**src/rtl/mdio_c45_pkg.sv**
```systemverilog
package mdio_c45_pkg;
  typedef enum logic [1:0] {
    OP_ADDR  = 2'b00,
    OP_WRITE = 2'b01,
    OP_RDINC = 2'b10,
    OP_READ  = 2'b11
  } mdio_op_e;

  localparam logic [7:0] OFF_STAT = 8'h30;
  localparam logic [7:0] OFF_CTRL = 8'h34;
  localparam logic [7:0] OFF_DATA = 8'h38;
  localparam logic [7:0] OFF_ADDR = 8'h3C;
endpackage

```
**src/rtl/mdio_mdc_gen.sv**
```systemverilog
module mdio_mdc_gen #(
  parameter int DIV_W = 8
) (
  input  logic             clk,
  input  logic             rst_n,
  input  logic             run,
  input  logic [DIV_W-1:0] half_div,
  output logic             mdc,
  output logic             rise_ev,
  output logic             fall_ev
);
  logic [DIV_W-1:0] cnt_q, cnt_d;
  logic             mdc_d, term;

  always_comb begin
    term    = run && (cnt_q == half_div);
    rise_ev = term && !mdc;
    fall_ev = term && mdc;
    cnt_d   = cnt_q;
    mdc_d   = mdc;
    if (!run) begin
      cnt_d = '0;
      mdc_d = 1'b0;
    end else if (term) begin
      cnt_d = '0;
      mdc_d = ~mdc;
    end else begin
      cnt_d = cnt_q + 1'b1;
    end
  end

  always_ff @(posedge clk or negedge rst_n) begin
    if (!rst_n) begin
      cnt_q <= '0;
      mdc   <= 1'b0;
    end else begin
      cnt_q <= cnt_d;
      mdc   <= mdc_d;
    end
  end

  // clock rests low when no frame runs
  a_r2_idle_low: assert property (@(posedge clk) disable iff (!rst_n)
    !run |=> !mdc);
  // clock only moves on a terminal count
  a_r2_hold_between: assert property (@(posedge clk) disable iff (!rst_n)
    (run && !rise_ev && !fall_ev) |=> $stable(mdc));
endmodule

```
**src/rtl/mdio_frame_eng.sv**
```systemverilog
module mdio_frame_eng
  import mdio_c45_pkg::*;
#(
  parameter int FIELD_W = 5,
  parameter int DATA_W  = 16,
  parameter int PRE_LEN = 32
) (
  input  logic               clk,
  input  logic               rst_n,
  input  logic               start,
  input  mdio_op_e           op,
  input  logic [FIELD_W-1:0] port,
  input  logic [FIELD_W-1:0] dev,
  input  logic               pre_dis,
  input  logic [DATA_W-1:0]  payload,
  input  logic               rise_ev,
  input  logic               fall_ev,
  input  logic               mdio_i,
  output logic               busy,
  output logic               done,
  output logic               rd_err,
  output logic [DATA_W-1:0]  rd_data,
  output logic               mdio_o,
  output logic               mdio_oe
);
  localparam int BODY_LEN  = 6 + 2 * FIELD_W + DATA_W;
  localparam int FRAME_LEN = PRE_LEN + BODY_LEN;
  localparam int IDX_W     = $clog2(FRAME_LEN);
  localparam logic [IDX_W-1:0] IDX_FULL = IDX_W'(FRAME_LEN - 1);
  localparam logic [IDX_W-1:0] IDX_BODY = IDX_W'(BODY_LEN - 1);
  localparam logic [IDX_W-1:0] IDX_TA2  = IDX_W'(DATA_W);
  localparam logic [IDX_W-1:0] IDX_TA1  = IDX_W'(DATA_W + 1);

  logic                 busy_q, busy_d, rd_q, rd_d, err_q, err_d;
  logic [IDX_W-1:0]     idx_q, idx_d;
  logic [FRAME_LEN-1:0] frm_q, frm_d;
  logic [DATA_W-1:0]    sh_q, sh_d;
  logic                 is_rd;

  assign is_rd = op[1];

  always_comb begin
    busy_d = busy_q;
    rd_d   = rd_q;
    err_d  = err_q;
    idx_d  = idx_q;
    frm_d  = frm_q;
    sh_d   = sh_q;
    done   = 1'b0;
    if (start && !busy_q) begin
      busy_d = 1'b1;
      rd_d   = is_rd;
      idx_d  = pre_dis ? IDX_BODY : IDX_FULL;
      frm_d  = {{PRE_LEN{1'b1}}, 2'b00, 2'(op), port, dev,
                (is_rd ? 2'b11 : 2'b10), payload};
      if (is_rd) err_d = 1'b0;
    end else if (busy_q) begin
      if (rise_ev && rd_q) begin
        if (idx_q == IDX_TA2 && mdio_i) err_d = 1'b1;
        if (idx_q < IDX_TA2) sh_d = {sh_q[DATA_W-2:0], mdio_i};
      end
      if (fall_ev) begin
        if (idx_q == '0) begin
          busy_d = 1'b0;
          done   = 1'b1;
        end else begin
          idx_d = idx_q - 1'b1;
        end
      end
    end
  end

  always_ff @(posedge clk or negedge rst_n) begin
    if (!rst_n) begin
      busy_q <= 1'b0;
      rd_q   <= 1'b0;
      err_q  <= 1'b0;
      idx_q  <= '0;
      frm_q  <= '0;
      sh_q   <= '0;
    end else begin
      busy_q <= busy_d;
      rd_q   <= rd_d;
      err_q  <= err_d;
      idx_q  <= idx_d;
      frm_q  <= frm_d;
      sh_q   <= sh_d;
    end
  end

  assign busy    = busy_q;
  assign rd_err  = err_q;
  assign rd_data = sh_q;
  assign mdio_o  = frm_q[idx_q];
  assign mdio_oe = busy_q && !(rd_q && idx_q <= IDX_TA1);

  // the error flag only rises during a read frame
  a_r7_err_in_read: assert property (@(posedge clk) disable iff (!rst_n)
    $rose(err_q) |-> ($past(busy_q) && $past(rd_q)));
  // a captured bit only moves during a read frame
  a_r6_capture_read_only: assert property (@(posedge clk) disable iff (!rst_n)
    !$stable(sh_q) |-> $past(rd_q));
endmodule

```
**src/rtl/mdio_c45_master.sv**
```systemverilog
module mdio_c45_master
  import mdio_c45_pkg::*;
#(
  parameter int DIV_W   = 8,
  parameter int FIELD_W = 5,
  parameter int DATA_W  = 16,
  parameter int PRE_LEN = 32
) (
  input  logic        clk,
  input  logic        rst_n,
  input  logic        reg_we,
  input  logic [7:0]  reg_addr,
  input  logic [31:0] reg_wdata,
  output logic [31:0] reg_rdata,
  output logic        mdc,
  output logic        mdio_o,
  output logic        mdio_oe,
  input  logic        mdio_i
);
  localparam int DEV_LO  = 0;
  localparam int PORT_LO = FIELD_W;
  localparam int PRE_BIT = 10;
  localparam int SCN_BIT = 11;
  localparam int INC_BIT = 14;
  localparam int RD_BIT  = 15;

  logic [DIV_W-1:0]   div_q, div_d;
  logic [FIELD_W-1:0] dev_q, dev_d, port_q, port_d;
  logic               pre_q, pre_d, scn_q, scn_d, inc_q, inc_d, txn_q, txn_d;
  logic [DATA_W-1:0]  addr_q, addr_d, data_q, data_d;
  mdio_op_e           op_q, op_d;

  logic               busy, done, rd_err, rise_ev, fall_ev, wr_ok;
  logic [DATA_W-1:0]  rd_data;
  logic               st_go;
  logic [FIELD_W-1:0] st_port, st_dev;
  logic               st_pre;
  logic [DATA_W-1:0]  st_pay;

  assign wr_ok = reg_we && !busy;

  always_comb begin
    div_d  = div_q;  dev_d  = dev_q;  port_d = port_q;
    pre_d  = pre_q;  scn_d  = scn_q;  inc_d  = inc_q;
    txn_d  = txn_q;  addr_d = addr_q; data_d = data_q;
    op_d   = op_q;
    st_go  = 1'b0;   st_port = port_q; st_dev = dev_q;
    st_pre = pre_q;  st_pay  = '1;
    if (wr_ok) begin
      unique case (reg_addr)
        OFF_STAT: div_d = reg_wdata[8 +: DIV_W];
        OFF_CTRL: begin
          dev_d  = reg_wdata[DEV_LO +: FIELD_W];
          port_d = reg_wdata[PORT_LO +: FIELD_W];
          pre_d  = reg_wdata[PRE_BIT];
          scn_d  = reg_wdata[SCN_BIT];
          inc_d  = reg_wdata[INC_BIT];
          if (reg_wdata[RD_BIT]) begin
            st_go   = 1'b1;
            op_d    = reg_wdata[INC_BIT] ? OP_RDINC : OP_READ;
            txn_d   = 1'b1;
            st_port = port_d;
            st_dev  = dev_d;
            st_pre  = pre_d;
          end
        end
        OFF_DATA: begin
          st_go  = 1'b1;
          op_d   = OP_WRITE;
          txn_d  = 1'b1;
          st_pay = reg_wdata[DATA_W-1:0];
        end
        OFF_ADDR: begin
          st_go  = 1'b1;
          op_d   = OP_ADDR;
          addr_d = reg_wdata[DATA_W-1:0];
          st_pay = reg_wdata[DATA_W-1:0];
        end
        default: ;
      endcase
    end
    if (done) begin
      txn_d = 1'b0;
      if (op_q[1]) data_d = rd_data;
      if (op_q == OP_RDINC) addr_d = addr_q + 1'b1;
    end
  end

  always_ff @(posedge clk or negedge rst_n) begin
    if (!rst_n) begin
      div_q <= '0; dev_q <= '0; port_q <= '0; pre_q <= 1'b0; scn_q <= 1'b0;
      inc_q <= 1'b0; txn_q <= 1'b0; addr_q <= '0; data_q <= '0; op_q <= OP_ADDR;
    end else begin
      div_q <= div_d; dev_q <= dev_d; port_q <= port_d; pre_q <= pre_d; scn_q <= scn_d;
      inc_q <= inc_d; txn_q <= txn_d; addr_q <= addr_d; data_q <= data_d; op_q <= op_d;
    end
  end

  mdio_mdc_gen #(.DIV_W(DIV_W)) u_mdc (
    .clk(clk), .rst_n(rst_n), .run(busy), .half_div(div_q),
    .mdc(mdc), .rise_ev(rise_ev), .fall_ev(fall_ev)
  );

  mdio_frame_eng #(.FIELD_W(FIELD_W), .DATA_W(DATA_W), .PRE_LEN(PRE_LEN)) u_eng (
    .clk(clk), .rst_n(rst_n), .start(st_go), .op(op_d), .port(st_port), .dev(st_dev),
    .pre_dis(st_pre), .payload(st_pay), .rise_ev(rise_ev), .fall_ev(fall_ev),
    .mdio_i(mdio_i), .busy(busy), .done(done), .rd_err(rd_err), .rd_data(rd_data),
    .mdio_o(mdio_o), .mdio_oe(mdio_oe)
  );

  always_comb begin
    reg_rdata = '0;
    unique case (reg_addr)
      OFF_STAT: begin
        reg_rdata[8 +: DIV_W] = div_q;
        reg_rdata[1]          = rd_err;
        reg_rdata[0]          = busy;
      end
      OFF_CTRL: begin
        reg_rdata[DEV_LO +: FIELD_W]  = dev_q;
        reg_rdata[PORT_LO +: FIELD_W] = port_q;
        reg_rdata[PRE_BIT]            = pre_q;
        reg_rdata[SCN_BIT]            = scn_q;
        reg_rdata[INC_BIT]            = inc_q;
      end
      OFF_DATA: begin
        reg_rdata[31]         = txn_q;
        reg_rdata[DATA_W-1:0] = data_q;
      end
      OFF_ADDR: reg_rdata[DATA_W-1:0] = addr_q;
      default: ;
    endcase
  end

  // writes during a frame leave the registers alone
  a_r9_busy_write_ignored: assert property (@(posedge clk) disable iff (!rst_n)
    (reg_we && busy && !done) |=> ($stable(div_q) && $stable(dev_q) && $stable(port_q)
                                   && $stable(addr_q) && $stable(data_q)));
  // line value never moves while the management clock is high
  a_r3_stable_high: assert property (@(posedge clk) disable iff (!rst_n)
    mdc |-> $stable(mdio_o));
  // an address frame never raises the transaction flag
  a_r10_addr_no_txn: assert property (@(posedge clk) disable iff (!rst_n)
    (busy && op_q == OP_ADDR) |-> !txn_q);
endmodule

```
**config.mk**
```make
export PLATFORM = sky130hd
export DESIGN_NAME = mdio_c45_master
export DESIGN_NICKNAME = d
export VERILOG_FILES = /design/src/rtl/mdio_c45_pkg.sv /design/src/rtl/mdio_mdc_gen.sv /design/src/rtl/mdio_frame_eng.sv /design/src/rtl/mdio_c45_master.sv
export SDC_FILE = /design/constraint.sdc
export NUM_CORES = 1
export LEC_CHECK = 0
export BUFFER_PORTS_ARGS = -buffer_cell sky130_fd_sc_hd__buf_4
export CAP_MARGIN = 30
export CORE_AREA = 5 5 173 108
export DETAILED_ROUTE_END_ITERATION = 10
export DIE_AREA = 0 0 178 113
export PLACE_DENSITY = 0.66
export SLEW_MARGIN = 20
export SYNTH_ARGS = -nofsm -noshare
export SYNTH_HDL_FRONTEND = slang
export SYNTH_HIERARCHICAL = 1
export SYNTH_SLANG_ARGS = --single-unit
```
**constraint.sdc**
```tcl
create_clock -name clk -period 3 [get_ports clk]
set_clock_uncertainty 0.05 [all_clocks]
set_input_delay 0.15 -clock clk [delete_from_list [all_inputs] [get_ports clk]]
set_output_delay 0.15 -clock clk [all_outputs]
set_load 0.005 [all_outputs]
```
[After elaboration in Yosys (flattened, before gate mapping)]
Index checks and enable logic that the tools add are counted.
Storage, ports and cells
  bits in latches: 0
  memory bits (read-only): 0
  memories: 0
  bits in writable memories: 0
  flip-flop bits (word level): 121
  output and inout port bits: 35
Cells by class
  shift-type cells: 0
  $mul: 0
  magnitude comparators: 3
  $add $sub $neg: 3
  reductions and logical operators: 27
  divide/modulo/power cells: 0
  bitwise gates (word level): 2
  equality and inequality tests: 11
  multiplexer cells: 58
Operators with widths (number)
  16-bit 2-to-1 mux: 6
  8-bit by 6-bit equality test with 1-bit output, second input constant: 4
  5-bit 2-to-1 mux: 6
  6-bit 2-to-1 mux: 5
  1-bit 2-to-1 mux: 27
  6-bit case mux with 3 select lines: 1
  16-bit by 1-bit adder with 16-bit output, second input constant: 1
  8-bit 2-to-1 mux: 2
  4-bit case mux with 4 select lines: 1
  2-bit case mux with 3 select lines: 2
  2-bit nonzero test: 5
  1-bit logical AND: 9
  8-bit by 1-bit adder with 8-bit output, second input constant: 1
  8-bit equality test: 1
  2-bit case mux with 4 select lines: 1
  4-bit AND reduction: 2
  6-bit by 7-bit less-than comparator with 1-bit output, second input constant: 1
  1-bit binary-select mux with 6-bit select: 1
  6-bit by 5-bit equality test with 1-bit output, second input constant: 1
  6-bit by 5-bit <= comparator with 1-bit output, second input constant: 1
  6-bit zero test: 1
  6-bit by 5-bit less-than comparator with 1-bit output, second input constant: 1
  2-bit AND reduction: 3
  3-bit AND reduction: 2
  13 further kinds: 19

[Depth between registers and ports, before layout]
Gate-level depths: netlist of the first run.
  word-level depth: 8
  gate-level depth with buffers: 11

[Modules after synthesis]
The synthesis of the first run kept the hierarchy.
Modules (own cells, without submodules)
  mdio_c45_master: area an instance 3468.3 µm², times used 1, seq. area each 1401.3 µm², cells an instance 316
  mdio_frame_eng: area an instance 2503.7 µm², times used 1, seq. area each 1326.3 µm², cells an instance 242
  mdio_mdc_gen: area an instance 493.0 µm², times used 1, seq. area each 225.2 µm², cells an instance 49

[Least setup slack after synthesis of the first run]
OpenSTA, ideal clock, no wires.
  kind: flip-flop to flip-flop
  start: register u_mdc.cnt_q[5]
  end: register addr_q[12]
  library setup time: 78 ps
  data arrival time: 2719 ps
  data required time: 2872 ps
  clock period less this slack: 2847 ps
  buffers on the path: 1
  slack: 153 ps
  cell stages (with the launch flop): 11
  path through: dfrtp_1 xnor2_1 nand4_1 nor2_1 and3_1 nand2_2 nor4_1 and3b_1 clkbuf_1 mux2_2 a21oi_1
Between the ends
  word-level cells in the longest chain between the ends: 7
RTL lines
  start, declared: RTL line mdio_mdc_gen.sv:12  | logic [DIV_W-1:0] cnt_q, cnt_d;
  start signal, assigned: RTL line mdio_mdc_gen.sv:37  | cnt_q <= cnt_d;
  8-bit equality test: RTL line mdio_mdc_gen.sv:16  | term = run && (cnt_q == half_div);
  1-bit logical AND: RTL line mdio_mdc_gen.sv:16
  1-bit logical AND: RTL line mdio_mdc_gen.sv:18  | fall_ev = term && mdc;
  net fall_ev: RTL line mdio_c45_master.sv:33  | logic busy, done, rd_err, rise_ev, fall_ev, wr_ok;
  1-bit 2-to-1 mux: RTL line mdio_frame_eng.sv:62  | if (fall_ev) begin
  1-bit 2-to-1 mux: RTL line mdio_frame_eng.sv:57  | end else if (busy_q) begin
  1-bit 2-to-1 mux: RTL line mdio_frame_eng.sv:50  | if (start && !busy_q) begin
  net done: RTL line mdio_c45_master.sv:33
  16-bit 2-to-1 mux: RTL line mdio_c45_master.sv:82  | if (done) begin
  net addr_d[12]: RTL line mdio_c45_master.sv:30  | logic [DATA_W-1:0] addr_q, addr_d, data_q, data_d;
  end signal, assigned: RTL line mdio_c45_master.sv:95  | inc_q <= inc_d; txn_q <= txn_d; addr_q <= addr_d; data_q <= data_d; op_q <= op_d;
  end, declared: RTL line mdio_c45_master.sv:30
The timed path passes the listed nets, and every way through them passes these cells.
A chain may end at the register's enable or synchronous reset.

[Final worst setup path of the first run]
  start: register u_mdc.cnt_q[6]
  end: register addr_q[10]
Same word-level chain as after synthesis.

==> results of run 1 <==
==> cells by family after synthesis <==
group	count (synthesis)	synth area share, %
AND/OR/NAND/NOR	246	19.4
flip-flops	118	45.7
multiplexers	105	19.7
AO/OA/AOI/OAI	58	6.70
buffers and inverters	55	4.94
XOR/XNOR	19	2.57
adder cells (fa/ha/maj)	5	0.968
other	1	0.0580
==> worst max-delay path, stage by stage, from the launching register on <==
cell and delay (ps):
dfrtp_1 420, xnor2_1 190, nand4_1 190, nor2_1 210, and3_1 190, nand2_2 100, nor4_1 200, buf_4 190
nand3b_1 200, nor4_2 410, nor3_1 90, a211oi_1 260
==> per-stage QoR <==
stage               worst slack, ps  hold WS (ps)  util [%]  TNS (ps)  std cells
floorplan                       153          -196         -         0        621
global placement                223           159      41.4         0        871
detailed placement              196           178      41.4         0        871
CTS                             136          2.80      45.8         0        917
global route                  -38.7          17.8      46.0     -38.7        919
finish                          184          16.7      46.0         0        919
==> worst max path at each step <==
| stage | startpoint | to | slack [ps] |
|---|---|---|---|
| after floorplan | u_mdc/cnt_q[5]$_DFF_PN0_ | addr_q[12]$_DFF_PN0_ | 150 |
| after global placement | u_mdc/cnt_q[6]$_DFF_PN0_ | addr_q[7]$_DFF_PN0_ | 220 |
| after detailed placement | u_mdc/cnt_q[4]$_DFF_PN0_ | addr_q[7]$_DFF_PN0_ | 200 |
| after CTS | u_mdc/cnt_q[4]$_DFF_PN0_ | addr_q[10]$_DFF_PN0_ | 140 |
| after global routing | u_mdc/cnt_q[0]$_DFF_PN0_ | addr_q[10]$_DFF_PN0_ | -40 |
| final | u_mdc/cnt_q[6]$_DFF_PN0_ | addr_q[10]$_DFF_PN0_ | 180 |
==> cells in the mapped netlist, types with 3 or more instances <==
cell type | count | area, sq um
o21ai_0 | 6 | 30.0
and3_1 | 10 | 62.6
xnor2_1 | 12 | 105
inv_1 | 10 | 37.5
a211oi_1 | 5 | 37.5
buf_4 | 16 | 120
mux2_2 | 48 | 541
nand3_1 | 14 | 70.1
o311ai_1 | 3 | 26.3
nand4_1 | 11 | 68.8
nor4_1 | 5 | 31.3
mux2_4 | 11 | 165
o32ai_1 | 3 | 26.3
a22oi_1 | 6 | 45.0
clkbuf_1 | 13 | 48.8
or2_2 | 16 | 100
ha_1 | 5 | 62.6
a21oi_1 | 10 | 50.1
mux4_2 | 7 | 158
buf_6 | 3 | 33.8
buf_2 | 11 | 55.1
nor3_1 | 8 | 40.0
mux2i_1 | 22 | 220
nor2_1 | 34 | 128
dfrtp_1 | 118 | 2950
xor2_1 | 7 | 61.3
a31oi_1 | 5 | 31.3
or4_1 | 5 | 37.5
mux2_1 | 17 | 191
nor2b_1 | 6 | 37.5
nand2_1 | 108 | 405
o211ai_1 | 3 | 22.5
nand2b_1 | 5 | 31.3
==> timing repair <==
item / CTS / global route
hold buffers: 16 / 0
setup buffers: 0 / 2
endpoints found under the setup margin: 0 / 8
resized for setup: 0 / 2
hold endpoints to repair: 71 / 0
==> per-layer routing <==
layer | GRT usage (%) | up-vias
met4 | 5.25 | 0
met5 | 0 | -
met3 | 3.87 | 27
li1 | - | 2257
met2 | 24.7 | 216
met1 | 27.9 | 2566
==> final cells by class <==
type,count,area share [%]
clock buffer,22,6.23
clock inverter,8,1.27
inverter,10,0.483
multi-input combinational,448,41.9
sequential,118,38.0
tap,234,3.77
timing repair buffer,79,8.31
==> flip-flops by register name (all words and copies together), names as in the netlist <==
name and count:
op_q 2, inc_q 1, u_eng/rd_data 16, port_q 5, u_eng/busy 1, u_eng/rd_err 1, div_q 8, scn_q 1
addr_q 16, pre_q 1, txn_q 1, u_mdc/cnt_q 8, u_mdc/mdc 1, u_eng/idx_q 6, dev_q 5, data_q 16
u_eng/frm_q 29
==> where the power goes <==
part | switching, W | internal, W | total (W) | leakage, nW
sequential | 0.000105 | 0.00168 | 0.00179 | 1.55
combinational | 0.000309 | 0.000235 | 0.000544 | 1.83
clock | 0.000722 | 0.00130 | 0.00202 | 0.284
total | 0.00114 | 0.00322 | 0.00435 | 3.67
==> impl_metrics.tcl, run 1 <==
set metrics [dict create \
    status "completed" \
    fill_cells 1583 \
    end_kind "flip-flop" \
    crit_type "reg2reg" \
    rr_startpoint "u_mdc/cnt_q[6]$_DFF_PN0_" \
    fin_area_sq_mm 0.00777 \
    synth.distinct_cells 70 \
    syn-cell-area_sq_mm 0.00646 \
    m1WireLength_microns 8550 \
    p_per_area_mw_per_mm2 560 \
    ys_ff_latch 118 \
    drive_gt1_share_pct 27.9 \
    place_area_sq_mm 0.00700 \
    io_buffers 47 \
    die_w_microns 178 \
    post-route-min-period_ps 2820 \
    synth_cells 607 \
    ios 79 \
    dieHeight_microns 113 \
    drtIter0Drc 487 \
    slew_viol_final 0 \
    final_common_cell "dfrtp_1" \
    clockBufferDepth 2 \
    finalSetupViolations 0 \
    ff_latch_area_sq_mm 0.00295 \
    htreeDepth 4 \
    p_leak_nw 3.67 \
    min_delay_path_depth 2 \
    core_sq_mm 0.0169 \
    vias_per_cell 5.51 \
    min_to "div_q[5]$_DFFE_PN0P_" \
    cp.required_ps 3260 \
    hpwl_microns 12300 \
    grt_use_total_pct 17.9 \
    clock_sinks 118 \
    dieArea_sq_mm 0.0201 \
    fmax_mhz 355 \
    period_share_pct 93.9 \
    synth_edf_count 0 \
    area_growth_pct 20.1 \
    worstSetupStartpointType "flip-flop" \
    total_power_w 0.00435 \
    relSlewSlack_pct 40.6 \
    min_from "reg_wdata[13]" \
    ys_seq_area_share_pct 45.7 \
    place_congestion 0.933 \
    cap_violations 0 \
    dr_wl_met2_microns 7320 \
    wirelength_microns 17400 \
    r2r_setup_slack_ps 180 \
    finalHoldViolations 0 \
    num-nets-final 723 \
    clock_latency_ps 410 \
    holdCritPathClass "in2reg" \
    cts_tree "built" \
    clk_pin_slew_ps 60 \
    multi_input_area_sq_mm 0.00326 \
    diodes 0 \
    max-vdd-ir-drop_v 0.000361 \
    crit_arrival_ps 3070 \
    crit_fanout 6 \
    cts_root_buf "clkbuf_16" \
    reg2reg_depth 11 \
    layout_common_cells "118 x dfrtp_1, 108 x nand2_1, 62 x buf_4, 48 x mux2_2, 34 x nor2_1" \
    yosysWarnings 6 \
    overflow 0 \
    start_util_pct 38.3 \
    grt_pass1_wl_microns 28000 \
    grt_start_max_net_pins 70 \
    tightestPinTransition_ps 891 \
    numCtsBuffers 17 \
    grt_pass1_vias 5034 \
    antenna_found_initial 0 \
    top_layer "met4" \
    antenna_left 0 \
    synth_ff_type "dfrtp_1" \
    wl_met3_microns 1300 \
    async_reset_ff_share_pct 100 \
    placement_rows 37 \
    routedWlPerCell_microns 19.0 \
    dr.pass1.iters 5 \
    syn_avg_cell_area_sq_um 10.7 \
    vias 5066 \
    drc 0 \
    rr_endpoint "addr_q[10]$_DFF_PN0_" \
]
No activity file was read; power rests on OpenSTA's default activity.
==> run 2: changes to the inputs <==
--- a/config.mk
+++ b/config.mk
@@ -8,6 +8,7 @@
 export BUFFER_PORTS_ARGS = -buffer_cell sky130_fd_sc_hd__buf_4
 export CAP_MARGIN = 30
 export CORE_AREA = 5 5 173 108
+export CTS_BUF_LIST = sky130_fd_sc_hd__clkbuf_8
 export DETAILED_ROUTE_END_ITERATION = 10
 export DIE_AREA = 0 0 178 113
 export PLACE_DENSITY = 0.66
==> run 2 against run 1 <==
Effect of this change:
- count of clock-buffer cells in the layout is 1 lower
- sequential power is essentially flat
- wire length decreased by 2.7%
- sequential cell count is the same
- cell count stayed put
- first-iteration DRC count down 8.0%
- worst setup slack worse by 16 ps
- global-route usage is 0.47 points lower
- utilization decreased by 1.1 points
- cell area down 2.4%
- clock power down 28%
- critical endpoint is now addr_q[8]$_DFF_PN0_
- highest routed layer unchanged
==> impl_metrics.tcl, run 2 (synthesis gave the netlist of run 1 again) <==
set metrics [dict create \
    status "completed" \
    min_to "txn_q$_DFFE_PN0P_" \
    placement_rows 37 \
    finalHoldViolations 0 \
    r2r_setup_slack_ps 170 \
    period_share_pct 94.4 \
    post-route-min-period_ps 2830 \
    wirelength_microns 17000 \
    crit_type "reg2reg" \
    num-nets-final 723 \
    fill_cells 1594 \
    setup_tns_ps 0 \
    grt_use_total_pct 17.4 \
    start_util_pct 38.3 \
    cap_violations 0 \
    place_area_sq_mm 0.00700 \
    fmax_mhz 353 \
    antenna_found_initial 0 \
    clk_pin_slew_ps 70 \
    area_growth_pct 17.3 \
    grt_pass1_wl_microns 27300 \
    overflow 0 \
    vias 4992 \
    clockBufferDepth 2 \
    crit_fanout 10 \
    cts_root_buf "clkbuf_8" \
    crit_arrival_ps 3110 \
    layout_common_cells "118 x dfrtp_1, 108 x nand2_1, 60 x buf_4, 48 x mux2_2, 34 x nor2_1" \
    p_leak_nw 3.59 \
    grt_pass1_vias 4969 \
    vias_per_cell 5.43 \
    dieHeight_microns 113 \
    ios 79 \
    fin_util_pct 44.9 \
    clock_sinks 118 \
    largest_register_ff_count 29 \
    hpwl_microns 12300 \
    multi_input_area_sq_mm 0.00326 \
    holdCritPathClass "in2reg" \
    holdWs_ps 112 \
    slew_viol_final 0 \
    htreeDepth 4 \
    relSlewSlack_pct 40.4 \
    min_delay_path_depth 5 \
    rr_endpoint "addr_q[8]$_DFF_PN0_" \
    cts_tree "built" \
    ff_latch_area_sq_mm 0.00295 \
    rr_startpoint "u_mdc/cnt_q[6]$_DFF_PN0_" \
    antenna_left 0 \
    max-vdd-ir-drop_v 0.000219 \
    min_from "reg_addr[0]" \
    drive_gt1_share_pct 27.6 \
    tightestPinTransition_ps 894 \
    p_per_area_mw_per_mm2 500 \
    grt_start_max_net_pins 70 \
    dr.pass1.iters 5 \
    cp.required_ps 3280 \
    core_sq_mm 0.0169 \
    largest-register "u_eng/frm_q" \
    die_w_microns 178 \
    numCtsBuffers 17 \
    end_kind "flip-flop" \
    final_common_cell "dfrtp_1" \
    drtIter0Drc 448 \
    clock_latency_ps 430 \
    routedWlPerCell_microns 18.5 \
    place_congestion 0.933 \
    dieArea_sq_mm 0.0201 \
    worstSetupStartpointType "flip-flop" \
    finalSetupViolations 0 \
    reg2reg_depth 11 \
    io_buffers 47 \
    diodes 0 \
    drc 0 \
    fin_area_sq_mm 0.00758 \
]
## run 2: changes by cell type in the layout (fill, tap and decap cells not counted)
| cell | previous run | this run |
|---|---|---|
| buf_4 | 62 | 60 |
| inv_1 | 10 | 11 |
| dlygate4sd3_1 | 16 | 18 |
| clkbuf_16 | 17 | 0 |
| clkbuf_8 | 4 | 21 |
| clkbuf_1 | 1 | 0 |
## run 2: where the power goes
group | internal, W | switching, W
logic | 0.000236 | 0.000306
clock network | 0.000812 | 0.000651
registers | 0.00168 | 0.000103
## run 2: per-stage QoR
stage          power [W]  setup slack [ps]  std cells
5_1_grt          0.00396             -11.0        919
6_report         0.00379               168        919
3_5_place_dp     0.00233               196        871
4_1_cts          0.00381               135        919
2_1_floorplan    0.00215               153        621
3_3_place_gp     0.00231               223        871
## run 2: how the worst max path moves through the flow
| stage | start | to | slack, ps | cells past startpoint |
|---|---|---|---|---|
| after global placement | u_mdc/cnt_q[6]$_DFF_PN0_ | addr_q[7]$_DFF_PN0_ | 220 | 11 |
| after CTS | u_mdc/cnt_q[6]$_DFF_PN0_ | addr_q[7]$_DFF_PN0_ | 130 | 11 |
| final | u_mdc/cnt_q[6]$_DFF_PN0_ | addr_q[8]$_DFF_PN0_ | 170 | 11 |
| after global routing | u_mdc/cnt_q[4]$_DFF_PN0_ | addr_q[10]$_DFF_PN0_ | -10 | 11 |
| after detailed placement | u_mdc/cnt_q[4]$_DFF_PN0_ | addr_q[7]$_DFF_PN0_ | 200 | 11 |
| after floorplan | u_mdc/cnt_q[5]$_DFF_PN0_ | addr_q[12]$_DFF_PN0_ | 150 | 10 |
## run 2: area by class of cell
cell class	count	share of cell area (%)
tap	234	3.86
timing repair buffer	79	8.58
clock inverter	9	1.35
clock buffer	21	3.81
sequential	118	39.0
inverter	10	0.495
multi-input combinational	448	42.9
## run 2: what timing repair did
item                                    4_1_cts  5_1_grt
resized for setup                             0        2
setup buffers                                 0        0
endpoints found under the setup margin        0        6
hold buffers                                 18        0
endpoints found under the hold margin        83        0
## run 2: layer usage
layer | part of all wire [%] | track usage, % | vias up | wire, microns
met5 | 0 | 0 | - | 0
met4 | 0.70 | 4.07 | 0 | 119
met2 | 42 | 24.0 | 195 | 7050
li1 | - | - | 2253 | -
met3 | 7.3 | 4.47 | 12 | 1240
met1 | 50 | 27.2 | 2532 | 8560
## run 2: critical path, cell delays in order (launching register included)
cell and delay [ps]:
dfrtp_1 430, xnor2_1 190, nand4_1 190, nor2_1 210, and3_1 190, nand2_2 100, nor4_1 200, buf_4 190
nand3b_1 190, nand4_1 440, nor2_1 100, a211oi_1 230
==> run 3: changes to the inputs <==
--- a/config.mk
+++ b/config.mk
@@ -5,13 +5,12 @@
 export SDC_FILE = /design/constraint.sdc
 export NUM_CORES = 1
 export LEC_CHECK = 0
-export BUFFER_PORTS_ARGS = -buffer_cell sky130_fd_sc_hd__buf_4
-export CAP_MARGIN = 30
 export CORE_AREA = 5 5 173 108
 export CTS_BUF_LIST = sky130_fd_sc_hd__clkbuf_8
 export DETAILED_ROUTE_END_ITERATION = 10
 export DIE_AREA = 0 0 178 113
-export PLACE_DENSITY = 0.66
+export DONT_BUFFER_PORTS = 1
+export PLACE_DENSITY = 0.62
 export SLEW_MARGIN = 20
 export SYNTH_ARGS = -nofsm -noshare
 export SYNTH_HDL_FRONTEND = slang
==> constraint.sdc (replaced) <==
create_clock -name clk -period 2.5 [get_ports clk]
set_clock_uncertainty 0.05 [all_clocks]
set_input_delay 0.125 -clock clk [delete_from_list [all_inputs] [get_ports clk]]
set_output_delay 0.125 -clock clk [all_outputs]
set_load 0.005 [all_outputs]
==> run 3 against run 2 <==
Effect of this change:
- the flow now finishes with violations (negative hold slack, negative setup slack)
- non-clock buffer count rose by 13
- power grew 24%
- sequential power is 20% higher
- clock power increased by 25%
- cell area rose by 4.4%
- wire length is 8.1% higher
- global-route usage up 0.98 points
- worst setup slack lost 200 ps
- cell count rose by 1.8%
- maximum frequency grew 12%
==> impl_metrics.tcl, run 3 (synthesis gave the netlist of run 1 again) <==
set metrics [dict create \
    status "finished with violations" \
    violations "negative hold slack, negative setup slack" \
    fin_area_sq_mm 0.00792 \
    fmax_mhz 395 \
    multi_input_area_sq_mm 0.00340 \
    crit_arrival_ps 2780 \
    cpMaxStageDelayCell "or4_4" \
    path_delay_family "simple AND/OR/NAND/NOR gates" \
    crit_buf_inv 1 \
    largest-register "u_eng/frm_q" \
    relSlewSlack_pct 57.0 \
    antenna_found_initial 3 \
    grt_use_total_pct 18.4 \
    antenna_left 0 \
    p_per_area_mw_per_mm2 593 \
    fill_cells 1571 \
    clockBufferDepth 2 \
    grt_pass1_vias 5068 \
    htreeDepth 4 \
    layout_common_cells "118 x dfrtp_1, 105 x nand2_1, 62 x buf_4, 47 x mux2_2, 31 x nor2_1" \
    placement_rows 37 \
    numCtsBuffers 17 \
    hpwl_microns 12700 \
    grt_start_max_net_pins 119 \
    ios 79 \
    fin_ws_ps -30.5 \
    rsz0062_at_grt "true" \
    num-nets-final 736 \
    finalHoldViolations 118 \
    clock_latency_ps 440 \
    dp_slack_ps -49.4 \
    dr.pass1.iters 4 \
    io_buffers 0 \
    crit_type "reg2reg" \
    die_w_microns 178 \
    tightestPinTransition_ps 644 \
    holdCritPathClass "in2async" \
    hold_buffers 20 \
    final_common_cell "dfrtp_1" \
    cp_num_cells 11 \
    cap_violations 0 \
    place_congestion 0.918 \
    clock_sinks 118 \
    total_power_w 0.00470 \
    place_area_sq_mm 0.00691 \
    finalSetupViolations 6 \
    drc 0 \
    worstSetupStartpointType "flip-flop" \
    drtIter0Drc 420 \
    reg2reg_depth 11 \
    slew_viol_final 0 \
    cts_tree "built" \
    max-vdd-ir-drop_v 0.000300 \
    core_sq_mm 0.0169 \
    slowest_delay_ps 460 \
    drive_gt1_share_pct 32.3 \
    dieArea_sq_mm 0.0201 \
    crit_chain "xnor2_1, nand4_1, nor2_2, and3_4, nand2_4, nor4_4, buf_4, nand4b_1, or4_4, nand3_2, o211ai_1" \
    end_kind "flip-flop" \
    holdWs_ps -679 \
    dieHeight_microns 113 \
    overflow 0 \
    wirelength_microns 18300 \
    clk_pin_slew_ps 80 \
    area_growth_pct 22.5 \
    crit_fanout 4 \
    cp.required_ps 2750 \
    routedWlPerCell_microns 19.6 \
    vias 5051 \
    grt_pass1_wl_microns 28600 \
    ff_latch_area_sq_mm 0.00295 \
    largest_register_ff_count 29 \
    post-route-min-period_ps 2530 \
    vias_per_cell 5.40 \
    p_leak_nw 3.75 \
    start_util_pct 38.3 \
    period_share_pct 101 \
    cts_root_buf "clkbuf_8" \
]
run 3: cell types whose count changed in the layout (fill, tap and decap cells not counted), sizes merged:
| cell | previous run | this run |
|---|---|---|
| buf | 61 | 71 |
| bufinv | 2 | 3 |
| clkbuf | 21 | 19 |
| clkinv | 4 | 8 |
| diode | 0 | 2 |
| dlygate4sd3 | 18 | 20 |
run 3: layer usage:
| layer | global-route usage [%] | vias to the layer above | part of all wire, % |
|---|---|---|---|
| li1 | - | 2288 | - |
| met1 | 27.7 | 2572 | 49 |
| met2 | 25.0 | 163 | 41 |
| met3 | 6.34 | 26 | 8.3 |
| met4 | 4.99 | 2 | 1.4 |
| met5 | 0 | - | 0.071 |
run 3: through the flow:
stage	util [%]	TNS [ps]	hold slack, ps	instances
floorplan	-	0	-221	621
global placement	40.9	0	-217	857
detailed placement	40.9	-56.8	-217	857
CTS	45.7	-68.2	-701	929
global route	46.9	-1070	-706	936
finish	46.9	-104	-679	936
run 3: cell type report:
type | count | area share, %
Timing Repair Buffer | 92 | 10.3
Clock inverter | 14 | 2.02
Sequential cell | 118 | 37.3
Clock buffer | 18 | 3.13
Multi-Input combinational cell | 448 | 43.0
Tap cell | 234 | 3.70
Inverter | 10 | 0.474
Antenna cell | 2 | 0.0632
run 3: where the power goes:
group | total (W) | switching (W) | internal [W]
logic | 0.000736 | 0.000366 | 0.000370
clock network | 0.00183 | 0.000831 | 0.00100
registers | 0.00213 | 0.000110 | 0.00202
total | 0.00470 | 0.00131 | 0.00339
run 3: what timing repair did:
action,4_1_cts,5_1_grt
hold endpoints to repair,188,118
gates cloned,0,1
pin swaps,11,15
setup endpoints to repair,6,66
setup buffers,20,7
gates resized for setup,10,33
run 3: final timing paths:
check / startpoint / end / slack [ps]
max: div_q[3]$_DFFE_PN0P_ / addr_q[11]$_DFF_PN0_ / -30
min: rst_n / inc_q$_DFFE_PN0P_ / -680
max reg2reg: div_q[3]$_DFFE_PN0P_ / addr_q[11]$_DFF_PN0_ / -30
min reg2reg: u_eng/frm_q[12]$_DFFE_PN0P_ / u_eng/frm_q[12]$_DFFE_PN0P_ / 430
max in group asynchronous: rst_n / op_q[0]$_DFF_PN0_ / 2860
min in group clk: reg_addr[0] / txn_q$_DFFE_PN0P_ / 50
